$ cat config.mk
export PLATFORM = sky130hd
export DESIGN_NAME = temp_alarm_event
export DESIGN_NICKNAME = d
export VERILOG_FILES = /design/src/rtl/tae_pkg.sv /design/src/rtl/tae_regs.sv /design/src/rtl/tae_cmp.sv /design/src/rtl/tae_event.sv /design/src/rtl/temp_alarm_event.sv
export SDC_FILE = /design/constraint.sdc
export NUM_CORES = 1
export LEC_CHECK = 0
export BUFFER_PORTS_ARGS = -buffer_cell sky130_fd_sc_hd__buf_2
export CORE_UTILIZATION = 32
export DETAILED_ROUTE_END_ITERATION = 7
export MAX_ROUTING_LAYER = met4
export PLACE_DENSITY = 0.53
export SYNTH_ARGS = -nofsm -noshare
export SYNTH_HDL_FRONTEND = slang
export SYNTH_SLANG_ARGS = --single-unit
$ cat constraint.sdc
create_clock -name clk -period 8 [get_ports clk]
set_clock_uncertainty 0.1 [all_clocks]
set_input_delay 1.2 -clock clk [delete_from_list [all_inputs] [get_ports clk]]
set_output_delay 1.2 -clock clk [all_outputs]
set_load 0.05 [all_outputs]
$ cat src/rtl/tae_pkg.sv
package tae_pkg;

  typedef enum logic {
    EV_COMPARE = 1'b0,
    EV_LATCH   = 1'b1
  } ev_mode_e;

  // Packed MSB first: crit_lock is bit 9, enable is bit 0.
  typedef struct packed {
    logic       crit_lock;
    logic       win_lock;
    logic       shutdown;
    logic       sleep_off;
    logic [1:0] hyst;
    logic       crit_only;
    logic       pol_high;
    ev_mode_e   mode;
    logic       enable;
  } cfg_t;

  localparam int CFG_W     = $bits(cfg_t);
  localparam int LIM_UPPER = 0;
  localparam int LIM_LOWER = 1;
  localparam int LIM_CRIT  = 2;

  // Hysteresis margin in sample steps of 0.125 degC.
  function automatic int unsigned hyst_steps(input logic [1:0] code);
    case (code)
      2'd0:    return 0;
      2'd1:    return 12;
      2'd2:    return 24;
      default: return 48;
    endcase
  endfunction

endpackage

$ cat src/rtl/tae_regs.sv
module tae_regs
  import tae_pkg::*;
#(
  parameter int LW   = 12,
  parameter int NLIM = 3,
  localparam int SELW = $clog2(NLIM)
)(
  input  logic                      clk,
  input  logic                      rst_n,
  input  logic                      lim_wr,
  input  logic [SELW-1:0]           lim_sel,
  input  logic [LW-1:0]             lim_data,
  input  logic                      cfg_wr,
  input  cfg_t                      cfg_in,
  output logic [NLIM-1:0][LW-1:0]   lim_q,
  output cfg_t                      cfg_q,
  output logic                      lock_any
);

  assign lock_any = cfg_q.crit_lock | cfg_q.win_lock;

  // One storage register per threshold; the lock that guards it is picked by index.
  for (genvar i = 0; i < NLIM; i++) begin : g_lim
    logic          frozen;
    logic [LW-1:0] val_q;
    assign frozen = (i == LIM_CRIT) ? cfg_q.crit_lock : cfg_q.win_lock;
    always_ff @(posedge clk or negedge rst_n) begin
      if (!rst_n)
        val_q <= '0;
      else if (lim_wr && (lim_sel == SELW'(i)) && !frozen)
        val_q <= lim_data;
    end
    assign lim_q[i] = val_q;
  end

  cfg_t cfg_nx;

  always_comb begin
    cfg_nx = cfg_q;
    if (cfg_wr) begin
      cfg_nx.crit_lock = cfg_q.crit_lock | cfg_in.crit_lock;
      cfg_nx.win_lock  = cfg_q.win_lock  | cfg_in.win_lock;
      cfg_nx.sleep_off = cfg_in.sleep_off;
      cfg_nx.shutdown  = cfg_in.shutdown & (cfg_q.shutdown | ~lock_any);
      if (!lock_any) begin
        cfg_nx.enable    = cfg_in.enable;
        cfg_nx.mode      = cfg_in.mode;
        cfg_nx.pol_high  = cfg_in.pol_high;
        cfg_nx.crit_only = cfg_in.crit_only;
        cfg_nx.hyst      = cfg_in.hyst;
      end
    end
  end

  always_ff @(posedge clk or negedge rst_n) begin
    if (!rst_n) cfg_q <= '0;
    else        cfg_q <= cfg_nx;
  end

endmodule

$ cat src/rtl/tae_cmp.sv
module tae_cmp
  import tae_pkg::*;
#(
  parameter int   TW   = 13,
  parameter logic INIT = 1'b0,
  localparam int  LW   = TW - 1,
  localparam int  XW   = TW + 2
)(
  input  logic          clk,
  input  logic          rst_n,
  input  logic          take,
  input  logic [TW-1:0] temp,
  input  logic [LW-1:0] limit,
  input  logic [1:0]    hyst,
  output logic          state,
  output logic          rise,
  output logic          fall
);

  logic signed [XW-1:0] t_x, hi_x, lo_x;
  logic                 over_hi, under_lo;

  // Threshold in 0.25 degC becomes sample units by one left shift.
  assign t_x  = {{2{temp[TW-1]}}, temp};
  assign hi_x = {{2{limit[LW-1]}}, limit, 1'b0};
  assign lo_x = hi_x - XW'(hyst_steps(hyst));

  assign over_hi  = t_x > hi_x;
  assign under_lo = t_x < lo_x;

  assign rise = take & over_hi  & ~state;
  assign fall = take & under_lo &  state;

  always_ff @(posedge clk or negedge rst_n) begin
    if (!rst_n)    state <= INIT;
    else if (rise) state <= 1'b1;
    else if (fall) state <= 1'b0;
  end

endmodule

$ cat src/rtl/tae_event.sv
module tae_event
  import tae_pkg::*;
(
  input  logic clk,
  input  logic rst_n,
  input  cfg_t cfg_q,
  input  logic take,
  input  logic crit_f,
  input  logic win_f,
  input  logic win_set,
  input  logic irq_clear,
  output logic latch_q,
  output logic awake_q,
  output logic evt_active,
  output logic event_pin
);

  logic raw, live, held_q;

  always_ff @(posedge clk or negedge rst_n) begin
    if (!rst_n)                               latch_q <= 1'b0;
    else if (cfg_q.mode != EV_LATCH)          latch_q <= 1'b0;
    else if (win_set && !cfg_q.crit_only)     latch_q <= 1'b1;
    else if (irq_clear)                       latch_q <= 1'b0;
  end

  always_ff @(posedge clk or negedge rst_n) begin
    if (!rst_n)              awake_q <= 1'b0;
    else if (cfg_q.shutdown) awake_q <= 1'b0;
    else if (take)           awake_q <= 1'b1;
  end

  always_comb begin
    if (cfg_q.crit_only)              raw = crit_f;
    else if (cfg_q.mode == EV_LATCH)  raw = crit_f | latch_q;
    else                              raw = crit_f | win_f;
  end

  assign live = cfg_q.enable & raw & awake_q;

  always_ff @(posedge clk or negedge rst_n) begin
    if (!rst_n)               held_q <= 1'b0;
    else if (!cfg_q.shutdown) held_q <= live;
  end

  assign evt_active = cfg_q.shutdown ? (~cfg_q.sleep_off & held_q) : live;
  assign event_pin  = cfg_q.pol_high ? evt_active : ~evt_active;

endmodule

$ cat src/rtl/temp_alarm_event.sv
module temp_alarm_event
  import tae_pkg::*;
#(
  parameter int  TW   = 13,
  localparam int LW   = TW - 1,
  localparam int NLIM = 3,
  localparam int SELW = $clog2(NLIM)
)(
  input  logic             clk,
  input  logic             rst_n,
  input  logic             samp_valid,
  input  logic [TW-1:0]    samp_temp,
  input  logic             lim_wr,
  input  logic [SELW-1:0]  lim_sel,
  input  logic [LW-1:0]    lim_data,
  input  logic             cfg_wr,
  input  logic [CFG_W-1:0] cfg_data,
  input  logic             irq_clear,
  output logic [2:0]       stat_flags,
  output logic             event_pin
);

  logic [NLIM-1:0][LW-1:0] lim_q;
  cfg_t                    cfg_q;
  logic                    lock_any;
  logic                    take;
  logic [NLIM-1:0]         state_v, rise_v, fall_v;
  logic                    crit_f, above_f, below_f, win_set;
  logic                    latch_q, awake_q, evt_active;

  tae_regs #(.LW(LW), .NLIM(NLIM)) u_regs (
    .clk(clk), .rst_n(rst_n),
    .lim_wr(lim_wr), .lim_sel(lim_sel), .lim_data(lim_data),
    .cfg_wr(cfg_wr), .cfg_in(cfg_t'(cfg_data)),
    .lim_q(lim_q), .cfg_q(cfg_q), .lock_any(lock_any)
  );

  assign take = samp_valid & ~cfg_q.shutdown;

  // The low-edge comparator starts in its "above" state so the below flag resets to 0.
  for (genvar i = 0; i < NLIM; i++) begin : g_cmp
    tae_cmp #(.TW(TW), .INIT(i == LIM_LOWER)) u_cmp (
      .clk(clk), .rst_n(rst_n), .take(take),
      .temp(samp_temp), .limit(lim_q[i]), .hyst(cfg_q.hyst),
      .state(state_v[i]), .rise(rise_v[i]), .fall(fall_v[i])
    );
  end

  assign crit_f  = state_v[LIM_CRIT];
  assign above_f = state_v[LIM_UPPER];
  assign below_f = ~state_v[LIM_LOWER];
  assign win_set = rise_v[LIM_UPPER] | fall_v[LIM_LOWER];

  tae_event u_evt (
    .clk(clk), .rst_n(rst_n), .cfg_q(cfg_q), .take(take),
    .crit_f(crit_f), .win_f(above_f | below_f), .win_set(win_set),
    .irq_clear(irq_clear), .latch_q(latch_q), .awake_q(awake_q),
    .evt_active(evt_active), .event_pin(event_pin)
  );

  assign stat_flags = {crit_f, above_f, below_f};

endmodule

**Yosys cells after proc, flatten, opt, wreduce, memory -nomap -nowiden**

Cells that the tools add are included.

- Output and inout port bits: 4
- Word-level logic and storage cells: 97
- Flip-flop bits (word level): 52
- Input bits: 43

- Bitwise logic cells: 32
- $lt $le $gt $ge: 6
- Equal/unequal tests: 5
- Reduce and logical (&&, ||, !) cells: 17
- Multiplexer cells: 16
- $add $sub $neg: 3

Operator list:

| cell | number |
|---|---|
| subtractor 13 x 7 -> 14 bit | 3 |
| greater-than comparator 13 bit | 3 |
| < comparator 13 x 15 -> 1 bit | 2 |
| one-hot mux 6 bit (3 select lines) | 1 |
| bitwise AND 1 bit | 17 |
| two-way mux 1 bit | 15 |
| < comparator 13 x 14 -> 1 bit | 1 |
| bitwise OR 1 bit | 8 |
| nonzero test 2 bit | 4 |
| logical AND 1 bit | 7 |
| inverter 1 bit | 7 |
| == test 2 x 1 -> 1 bit (second input constant) | 2 |
| == test 2 bit (second input constant) | 2 |
| zero test 2 bit | 2 |
| zero test 1 bit | 3 |
| inequality test 3 x 2 -> 1 bit (second input constant) | 1 |
| AND reduction 2 bit | 1 |

**Longest topological paths before layout**

Gate-level depths: netlist (run 1).

- Depth after elaboration: 10
- Mapped depth: 17
- Mapped depth without buffers: 17

**By module**

A second synthesis (run 1) with hierarchy kept.

- Cell total of the unflattened synthesis: 492
- Area total of the unflattened synthesis: 4854.7 µm²

By module, submodules not included:

| module | cells each | sequential area each (µm²) | times used | area each (µm²) |
|---|---|---|---|---|
| tae_regs | 103 | 1151.1 | 1 | 1783.0 |
| tae_cmp (g_cmp[0].u_cmp) | 121 | 25.0 | 1 | 957.2 |
| tae_cmp (g_cmp[1].u_cmp) | 121 | 26.3 | 1 | 949.7 |
| tae_cmp (g_cmp[2].u_cmp) | 121 | 25.0 | 1 | 948.4 |
| tae_event | 19 | 75.1 | 1 | 171.4 |
| temp_alarm_event | 7 | 0.0 | 1 | 45.0 |

**Worst setup path after synthesis (run 1)**

Ideal clock, no wire load.

- Kind: register to register
- From: register, netlist name u_regs.cfg_q[5]
- To: register g_cmp[0].u_cmp.state
- Required time: 7773 ps
- Setup time: 127 ps
- Arrival time: 3131 ps
- Setup slack: 4642 ps
- Clock period less this slack: 3358 ps
- Buffers on the path: 0
- Cell stages (with the launch flop): 18
- Cells stage by stage: dfrtp_1 -> inv_1 -> ha_1 -> ha_1 -> inv_1 -> fa_1 -> a21o_1 -> a21oi_1 -> nand2_1 -> nor3_1 -> xnor2_1 -> ha_1 -> nand4_1 -> nor2_1 -> a2111oi_2 -> a21oi_1 -> nor3_1 -> o21ai_1

- Longest elaborated chain between the ends: 7
- Elaborated cells on any way between the ends: 9
- Those cells by class: 1 x add/sub; 1 x order compare; 2 x eq/ne; 1 x mux; 2 x bitwise; 2 x reduce/logical

Ends and longest elaborated chain:

| what | RTL line | source |
|---|---|---|
| == test 2 bit (tied with other cells) | tae_pkg.sv:28 | `case (code)` |
| one-hot mux 6 bit (3 select lines) (*) | tae_pkg.sv:28 |  |
| subtractor 13 x 7 -> 14 bit (*) | tae_cmp.sv:26 | `assign lo_x = hi_x - XW'(hyst_steps(hyst));` |
| < comparator 13 x 15 -> 1 bit (*) | tae_cmp.sv:29 | `assign under_lo = t_x < lo_x;` |
| bitwise AND 1 bit (*) (2 in a row) | tae_cmp.sv:32 | `assign fall = take & under_lo & state;` |
| nonzero test 2 bit (no line) (*) | n/a |  |
| end signal: assignment | tae_cmp.sv:35 | `if (!rst_n) state <= INIT;` |
| end signal: assignment | tae_cmp.sv:36 | `else if (rise) state <= 1'b1;` |
| end signal: assignment | tae_cmp.sv:37 | `else if (fall) state <= 1'b0;` |
| end: declaration | tae_cmp.sv:15 | `output logic state,` |

Every way passes the cells marked *; elsewhere a longest branch is shown, timed or not.
A chain may end at the register's enable or synchronous reset.

**Worst setup path after layout (run 1)**

- From: register, netlist name u_regs.cfg_q[5]
- To: register u_evt.latch_q

- Longest elaborated chain between the ends: 10
- Elaborated cells on any way between the ends: 13
- Those cells by class: 1 x add/sub; 1 x order compare; 3 x eq/ne; 3 x mux; 3 x bitwise; 2 x reduce/logical

Ends and longest elaborated chain:

| what | RTL line | source |
|---|---|---|
| == test 2 bit (tied with other cells) | tae_pkg.sv:28 |  |
| one-hot mux 6 bit (3 select lines) (*) | tae_pkg.sv:28 |  |
| subtractor 13 x 7 -> 14 bit (*) | tae_cmp.sv:26 |  |
| < comparator 13 x 15 -> 1 bit (*) | tae_cmp.sv:29 |  |
| bitwise AND 1 bit (*) (2 in a row) | tae_cmp.sv:32 |  |
| bitwise OR 1 bit (*) | temp_alarm_event.sv:52 | `assign win_set = rise_v[LIM_UPPER] \| fall_v[LIM_LOWER];` |
| logical AND 1 bit (*) | tae_event.sv:23 | `else if (win_set && !cfg_q.crit_only) latch_q <= 1'b1;` |
| two-way mux 1 bit | tae_event.sv:23 |  |
| two-way mux 1 bit | tae_event.sv:22 | `else if (cfg_q.mode != EV_LATCH) latch_q <= 1'b0;` |
| end signal: assignment | tae_event.sv:22 |  |
| end signal: assignment | tae_event.sv:23 |  |
| end signal: assignment | tae_event.sv:24 | `else if (irq_clear) latch_q <= 1'b0;` |
| end: declaration | tae_event.sv:12 | `output logic latch_q,` |

Marked as above.

==> metrics.md, run 1 <==
| Metric | Value |
|---|---|
| Clock Sinks | `52` |
| Placed wire-length estimate | `10.4 mm` |
| Comb power frac | `between 40% and 50%` |
| Initial DRT Pass Iterations | `4` |
| CTS tree | `done` |
| Hold_sp | `u_evt.held_q$_DFFE_PN0N_` |
| DRC | `0` |
| Worst slew margin | `51.3%` |
| Lkg Pwr | `2.40 nW` |
| Hold EP | `u_evt.held_q$_DFFE_PN0N_` |
| Hold Vio Cnt, Final | `0` |
| CTS Buf Count | `5` |
| Ys async rst share | `100%` |
| Drt first-iter violations | `~210` |
| Crit start category | `register` |
| Nets@finish | `approximately 680` |
| Setup bufs post-CTS | `0` |
| CP Max Fanout | `6` |
| Total track usage | `between 10% and 20%` |
| DR vias | `between 3000 and 4000` |
| Psw | `~470 uW` |
| Largest net degree at the start of global routing | `53` |
| Setup_tns | `0 ns` |
| Final WL | `roughly 13 mm` |
| VDD IR max | `between 0.09 and 0.1 mV` |
| Root Driver | `clkbuf_16` |
| R2r setup slk | `approximately 4.3 ns` |
| Synth Register Bits | `between 50 and 60` |
| Fmax | `269 MHz` |
| Initial Utilization | `33.4%` |
| Clock Tree Buf Depth | `2` |
| Mapped cell area | `about 4500 sq um` |
| Syn nets | `between 600 and 700` |
| Die area | `roughly 15000 sq um` |
| Critical path data arrival time | `~3.8 ns` |
| Netlist cell types | `54` |
| Yosys top cell by area | `dfrtp_1` |
| Worst reg2reg path depth | `13` |
| Clock share of power | `22.8%` |
| Vias in the first global route | `~4000` |
| DR WL/cell | `about 18 um` |
| Port Buffer Count | `46` |
| Initial antenna violation count | `0` |
| PD cells | `around 230 nW/um^2` |
| Antenna-violating nets left | `0` |
| Worst Hold Slack | `0.377 ns` |
| RePlAce Congestion | `around 0.93` |
| Sw frac | `about two fifths` |
| Status | `complete, no violations` |
| GRT overflow | `0` |
| Seq/Total Area, Yosys | `approximately 29%` |
| Fin cells | `around 720` |
| Share of cells above drive strength 1 | `approximately 14%` |
| Final Max Slew Viols | `0` |
| Tmin final | `approximately 3.7 ns` |
| Slowest-stage cell, CP | `fa_1` |
| Critical path class | `register to register` |
| CP peak stage delay | `0.48 ns` |
| Synth Flop Type | `dfrtp_1` |
| HP Class | `register to register` |
| Area grow syn2layout | `13.5%` |
| Post-Place Cells | `714` |
| Slew @ Worst Pin | `approximately 0.73 ns` |
| Flop pwr share | `a little under a third` |
| Top Ports | `between 40 and 50` |
| EDFF count, synth | `0` |
| # resized after CTS | `0` |
| RSZ-0062 raised after global routing | `false` |
| Max Cap Violations | `0` |
| Mapped Cells | `498` |
| Top cells by area, synth | `dfrtp_1, ha_1, o21ai_0` |
| Hold depth | `2` |
| Top cell type's share of synthesized area | `28.4%` |
| Core area | `~13000 sq um` |
| Worst-Skew Late Latency | `0.31 ns` |
| Vias per inst | `about 5.1` |
| Die X | `approximately 120 um` |
| Syn. warnings | `0` |
| Hold Buf Count CTS | `0` |
| P_int | `a little under 700 uW` |
| Num rows | `42` |
| DIE HEIGHT | `around 120 um` |
| WP data required | `slightly above 8 ns` |
| Setup crit end kind | `register` |
| Clock slew at reported path FFs | `0.08 ns` |
| Setup Viol. Count Final | `0` |
| H-tree levels | `2` |
| Post-route clock period utilization | `~47%` |
| Reg2reg start | `u_regs.cfg_q[5]$_DFFE_PN0P_` |
| Ant. Diodes | `0` |
| First-pass GRT wire length | `~21 mm` |
| Synth Area per Inst | `between 9 and 10 sq um` |
| Cell chain of the critical path | `inv_1 > ha_1 > fa_1 > a21oi_1 > nor2b_1 > nor4_1 > xnor2_1 > ha_1 > a211oi_2 > nor2_1 > nor4_1 > o2111ai_1 > o311ai_1` |
| Reg2Reg Capture Point | `u_evt.latch_q$_DFFE_PN0P_` |
[power groups by stage]
stage | registers, mW | logic (mW) | clock network, mW
floorplan | 0.347 | 0.406 | 0
global placement | 0.365 | 0.523 | 0
detailed placement | 0.365 | 0.533 | 0
CTS | 0.361 | 0.538 | 0.272
global route | 0.369 | 0.613 | 0.282
finish | 0.361 | 0.533 | 0.264
[worst max-delay path: cells and delay by family, from the launching register on]
kind	cells	cell delay, ns
buf+inv	1	0.16
fa+ha+maj	3	1.14
xor+xnor	1	0.17
simple gates	4	0.70
flops	1	0.39
compound gates	4	0.97
[layout make-up]
class	count	area (sq um)
multi-input combinational	390	2970
sequential	52	1300
clock inverter	3	46.3
inverter	47	176
timing repair buffer	49	253
fill	1415	8360
clock buffer	5	125
tap	176	220
[registers in the layout (all words and copies together) (netlist names)]
signal	count
g_cmp.u_cmp.state	3
u_evt.awake_q	1
u_evt.held_q	1
u_evt.latch_q	1
u_regs.cfg_q	8
u_regs.g_lim.frozen	2
u_regs.g_lim.val_q	36
[synth_stat cells (3+ instances only)]
library cell and instances:
a211o_1 3, a211oi_1 6, a21o_1 9, a21oi_1 22, and3_1 3, buf_4 3, clkbuf_1 4, dfrtp_1 51
fa_1 3, ha_1 86, inv_1 47, mux2_2 8, nand2_1 53, nand2b_1 4, nand3_1 4, nand4_1 10
nor2_1 37, nor2b_1 13, nor3_1 5, nor3b_1 3, nor4_1 4, o2111ai_1 4, o211ai_1 5, o21ai_0 43
o21ai_1 8, xnor2_1 23, xor2_1 3
[per-stage QoR]
step	cell area (sq um)	util (%)	setup slack, ns	power [mW]
floorplan	4490	-	4.64	0.753
global placement	4920	36.6	4.46	0.888
detailed placement	4920	36.6	4.27	0.898
CTS	5100	37.9	4.26	1.17
global route	5100	37.9	3.98	1.26
finish	5100	37.9	4.28	1.16
[cells in the final DEF (no fill, tap or decap), types with 2 or more instances in the layout]
cell        n
a211o_1     3
a211oi_1    6
a211oi_2    2
a21o_1      9
a21oi_1    22
and3_1      3
and4b_1     2
buf_2      46
buf_4       3
clkbuf_16   5
dfrtp_1    51
fa_1        3
ha_1       86
inv_1      47
mux2_2      8
nand2_1    53
nand2b_1    4
nand3_1     4
nand4_1    10
nor2_1     37
nor2b_1    13
nor3_1      5
nor3_2      2
nor3b_1     3
nor4_1      4
nor4b_1     2
o2111ai_1   4
o211ai_1    5
o21a_1      2
o21ai_0    43
o21ai_1     8
or2b_1      2
xnor2_1    23
xor2_1      3
[worst max path at each step]
| stage | endpoint | slack [ns] | startpoint |
|---|---|---|---|
| 2_1_floorplan | g_cmp[0].u_cmp.state$_DFFE_PN0P_ | 4.64 | u_regs.cfg_q[5]$_DFFE_PN0P_ |
| 3_3_place_gp | g_cmp[0].u_cmp.state$_DFFE_PN0P_ | 4.46 | u_regs.cfg_q[5]$_DFFE_PN0P_ |
| 3_5_place_dp | g_cmp[0].u_cmp.state$_DFFE_PN0P_ | 4.27 | u_regs.cfg_q[5]$_DFFE_PN0P_ |
| 4_1_cts | g_cmp[0].u_cmp.state$_DFFE_PN0P_ | 4.26 | u_regs.cfg_q[5]$_DFFE_PN0P_ |
| 5_1_grt | g_cmp[0].u_cmp.state$_DFFE_PN0P_ | 3.98 | u_regs.cfg_q[5]$_DFFE_PN0P_ |
| 6_report | u_evt.latch_q$_DFFE_PN0P_ | 4.28 | u_regs.cfg_q[5]$_DFFE_PN0P_ |
[kinds of logic (layout without fill, tap and decap cells)]
family                   after synthesis  after routing  synth area share [%]
adder cells (fa/ha/maj)               89             89                  25.3
multiplexers                           9              9                  2.23
AO/OA/AOI/OAI                        114            114                  16.0
buffers and inverters                 56            104                  4.99
flip-flops                            52             52                  29.0
AND/OR/NAND/NOR                      152            152                  17.4
XOR/XNOR                              26             26                  5.07
[layer usage]
layer,wire length [um],GRT usage [%],vias to the layer above
met2,5800,30.8,75
met1,5990,25.3,1754
met4,322,7.33,0
li1,-,-,1854
met5,0,-,-
met3,629,3.63,24
(Power assumes the default switching activity.)
==> inputs of run 2 (changes only) <==
- ABC_AREA: unset -> 1
- clock period: 8 -> 3.6 ns (I/O delays scaled with it)
==> run 2 against run 1 <==
Effect of this change: via count up 7.2%; cell count grew 13%; critical path depth rose by 7; critical path type unchanged; critical endpoint is now g_cmp[2].u_cmp.state$_DFFE_PN0P_; highest routed layer unchanged.
==> metrics.md, run 2 <==
| Metric | Value |
|---|---|
| Vias in the first global route | `slightly above 4000` |
| Ant. Diodes | `0` |
| Most common cell in the netlist | `nand2_1` |
| Setup crit end kind | `register` |
| CP Max Fanout | `5` |
| Setup WS post-layout | `between 0.2 and 0.3 ns` |
| Critical path class | `register to register` |
| Ys async rst share | `100%` |
| Lkg Pwr | `around 2.8 nW` |
| Antenna-violating nets left | `0` |
| Max reg flops | `36` |
| WP data required | `around 3.7 ns` |
| Num rows | `43` |
| DR vias | `3975` |
| Final Max Slew Viols | `0` |
| Final WL | `about 11 mm` |
| Drt first-iter violations | `140` |
| PD cells | `between 200 and 300 nW/um^2` |
| Slowest-stage cell, CP | `fa_1` |
| Status | `complete, no violations` |
| Initial antenna violation count | `0` |
| Root Driver | `clkbuf_16` |
| Yosys top cell by area | `dfrtp_1` |
| Max Cap Violations | `0` |
| Synth Area per Inst | `7.78 sq um` |
| Setup_tns | `0 ns` |
| R2r setup slk | `0.26 ns` |
| Largest net degree at the start of global routing | `31` |
| Clock slew at reported path FFs | `about 0.070 ns` |
| Netlist cell types | `35` |
| Setup Viol. Count Final | `0` |
| Placed wire-length estimate | `around 9.7 mm` |
| Die X | `122 um` |
| EDFF count, synth | `0` |
| Tmin final | `about 3.3 ns` |
| Seq/Total Area, Yosys | `28.2%` |
| Top cell type's share of synthesized area | `between 20% and 30%` |
| Fmax | `approximately 300 MHz` |
| # resized after CTS | `0` |
| DR WL/cell | `approximately 14 um` |
| GRT overflow | `0` |
| RePlAce Congestion | `between 0.8 and 0.9` |
| Synth Flop Type | `dfrtp_1` |
| Initial DRT Pass Iterations | `4` |
| Initial Utilization | `about 33%` |
| Syn. warnings | `0` |
| Total track usage | `17.1%` |
| Core area | `14000 sq um` |
| Most frequent CP cell | `nand2_1` |
| Reg2reg start | `u_regs.cfg_q[5]$_DFFE_PN0P_` |
| Area grow syn2layout | `12.4%` |
| Synth Register Bits | `52` |
| Commonest cells post-synth | `nand2_1, inv_1, ha_1, dfrtp_1, nor2_1` |
| Mapped cell area | `around 4600 sq um` |
| Post-Place Cells | `approximately 800` |
| Clock Tree Buf Depth | `2` |
| Top cells by area, synth | `dfrtp_1, ha_1, nand2_1` |
| Most common cell after layout, fill and taps aside | `nand2_1` |
| PnR Total Power | `around 1.5 mW` |
| DIE HEIGHT | `about 120 um` |
| Syn nets | `slightly above 700` |
| Mapped Cells | `593` |
| Setup bufs post-CTS | `0` |
| Reg2Reg Capture Point | `g_cmp[2].u_cmp.state$_DFFE_PN0P_` |
| Vias per inst | `about 4.9` |
| CTS Buf Count | `5` |
| Crit start category | `register` |
| Crit path max-delay family | `adder cells` |
| Nets@finish | `770` |
| Critical path data arrival time | `approximately 3.4 ns` |
| DRC | `0` |
| CP bufs+invs | `2` |
| Cell chain of the critical path | `inv_2 > ha_2 > ha_1 > inv_1 > fa_1 > nand2_1 > nand2_1 > a21oi_2 > nand3_2 > nor3_4 > nand3_2 > xor2_1 > ha_1 > nand4_1 > nor2_1 > o21ai_0 > nand3b_1 > nand3_1 > nand2_1 > nand2_1` |
| Worst slew margin | `between 30% and 40%` |
| Worst-Skew Late Latency | `a little under 0.3 ns` |
| HP Class | `primary input to async pin` |
| CTS tree | `done` |
| H-tree levels | `2` |
| VDD IR max | `between 0.15 and 0.2 mV` |
| Die area | `approximately 15000 sq um` |
| Hold Buf Count CTS | `0` |
| Top Ports | `47` |
| Most frequent cells in the layout | `nand2_1, inv_1, ha_1` |
| Biggest regs | `u_regs.g_lim.val_q (36), u_regs.cfg_q (8), g_cmp.u_cmp.state (3)` |
| Reg with most FFs | `u_regs.g_lim.val_q` |
| Port Buffer Count | `between 40 and 50` |
| First-pass GRT wire length | `between 15 and 20 mm` |
| Fin cells | `819` |
| CP peak stage delay | `0.40 ns` |
| Worst reg2reg path depth | `20` |
| Slew @ Worst Pin | `about 1 ns` |
| Share of cells above drive strength 1 | `11.7%` |
| Dpl ws | `slightly below 0.2 ns` |
| Post-route clock period utilization | `around 93%` |
| Hold Vio Cnt, Final | `0` |
| Clock Sinks | `52` |
| CP startpoint | `u_regs.cfg_q[5]$_DFFE_PN0P_` |
==> run 2: changes by cell type after synthesis, sizes merged, moves of 6 or more <==
cell	before	now
nand2	53	134
nand3	4	23
xor2	3	22
a21oi	22	37
inv	47	95
nor3	7	13
xnor2	23	6
a21o	9	2
a211oi	8	2
nor2b	13	0
==> run 2: how the worst max path moves through the flow <==
stage	end	cells past startpoint
after global routing	u_evt.latch_q$_DFFE_PN0P_	21
after detailed placement	g_cmp[0].u_cmp.state$_DFFE_PN0P_	21
after CTS	g_cmp[2].u_cmp.state$_DFFE_PN0P_	20
final	g_cmp[2].u_cmp.state$_DFFE_PN0P_	20
after floorplan	g_cmp[0].u_cmp.state$_DFFE_PN0P_	19
after global placement	g_cmp[2].u_cmp.state$_DFFE_PN0P_	20
==> run 2: layout make-up <==
type	instances	area, sq um
Tap cell	180	225
Clock buffer	7	143
Clock inverter	1	7.51
Fill cell	1492	8800
Inverter	95	357
Sequential cell	52	1300
Timing Repair Buffer	47	238
Multi-Input combinational cell	437	2910
==> run 2: routing by layer <==
metal | track usage, % | vias up | part of all wire (%)
met5 | - | - | 0
met4 | 4.57 | 0 | 1.8
met3 | 1.22 | 13 | 2.0
met2 | 29.6 | 41 | 49
met1 | 21.5 | 1884 | 48
li1 | - | 2037 | -
==> run 2: through the flow <==
step | instance area, sq um | hold slack [ns] | utilization, %
after floorplan | 4610 | 0.144 | -
after global placement | 5030 | 0.355 | 36.0
after detailed placement | 5030 | 0.363 | 36.0
after CTS | 5180 | 0.147 | 37.0
after global routing | 5180 | 0.169 | 37.1
final | 5180 | 0.127 | 37.1
==> run 2: kinds of logic (layout without fill, tap and decap cells) <==
kind of cell | after synthesis | count (layout) | share of synthesized area (%)
simple gates | 219 | 219 | 20.7
flops | 52 | 52 | 28.2
xor+xnor | 28 | 28 | 5.31
fa+ha+maj | 89 | 89 | 24.6
compound gates | 98 | 98 | 11.7
mux | 3 | 3 | 0.732
buf+inv | 104 | 150 | 8.70
==> run 2: power by group <==
| part | switching, mW | internal (mW) |
|---|---|---|
| clock network | 0.215 | 0.277 |
| registers | 0.0229 | 0.609 |
| logic | 0.234 | 0.131 |
| total | 0.472 | 1.02 |
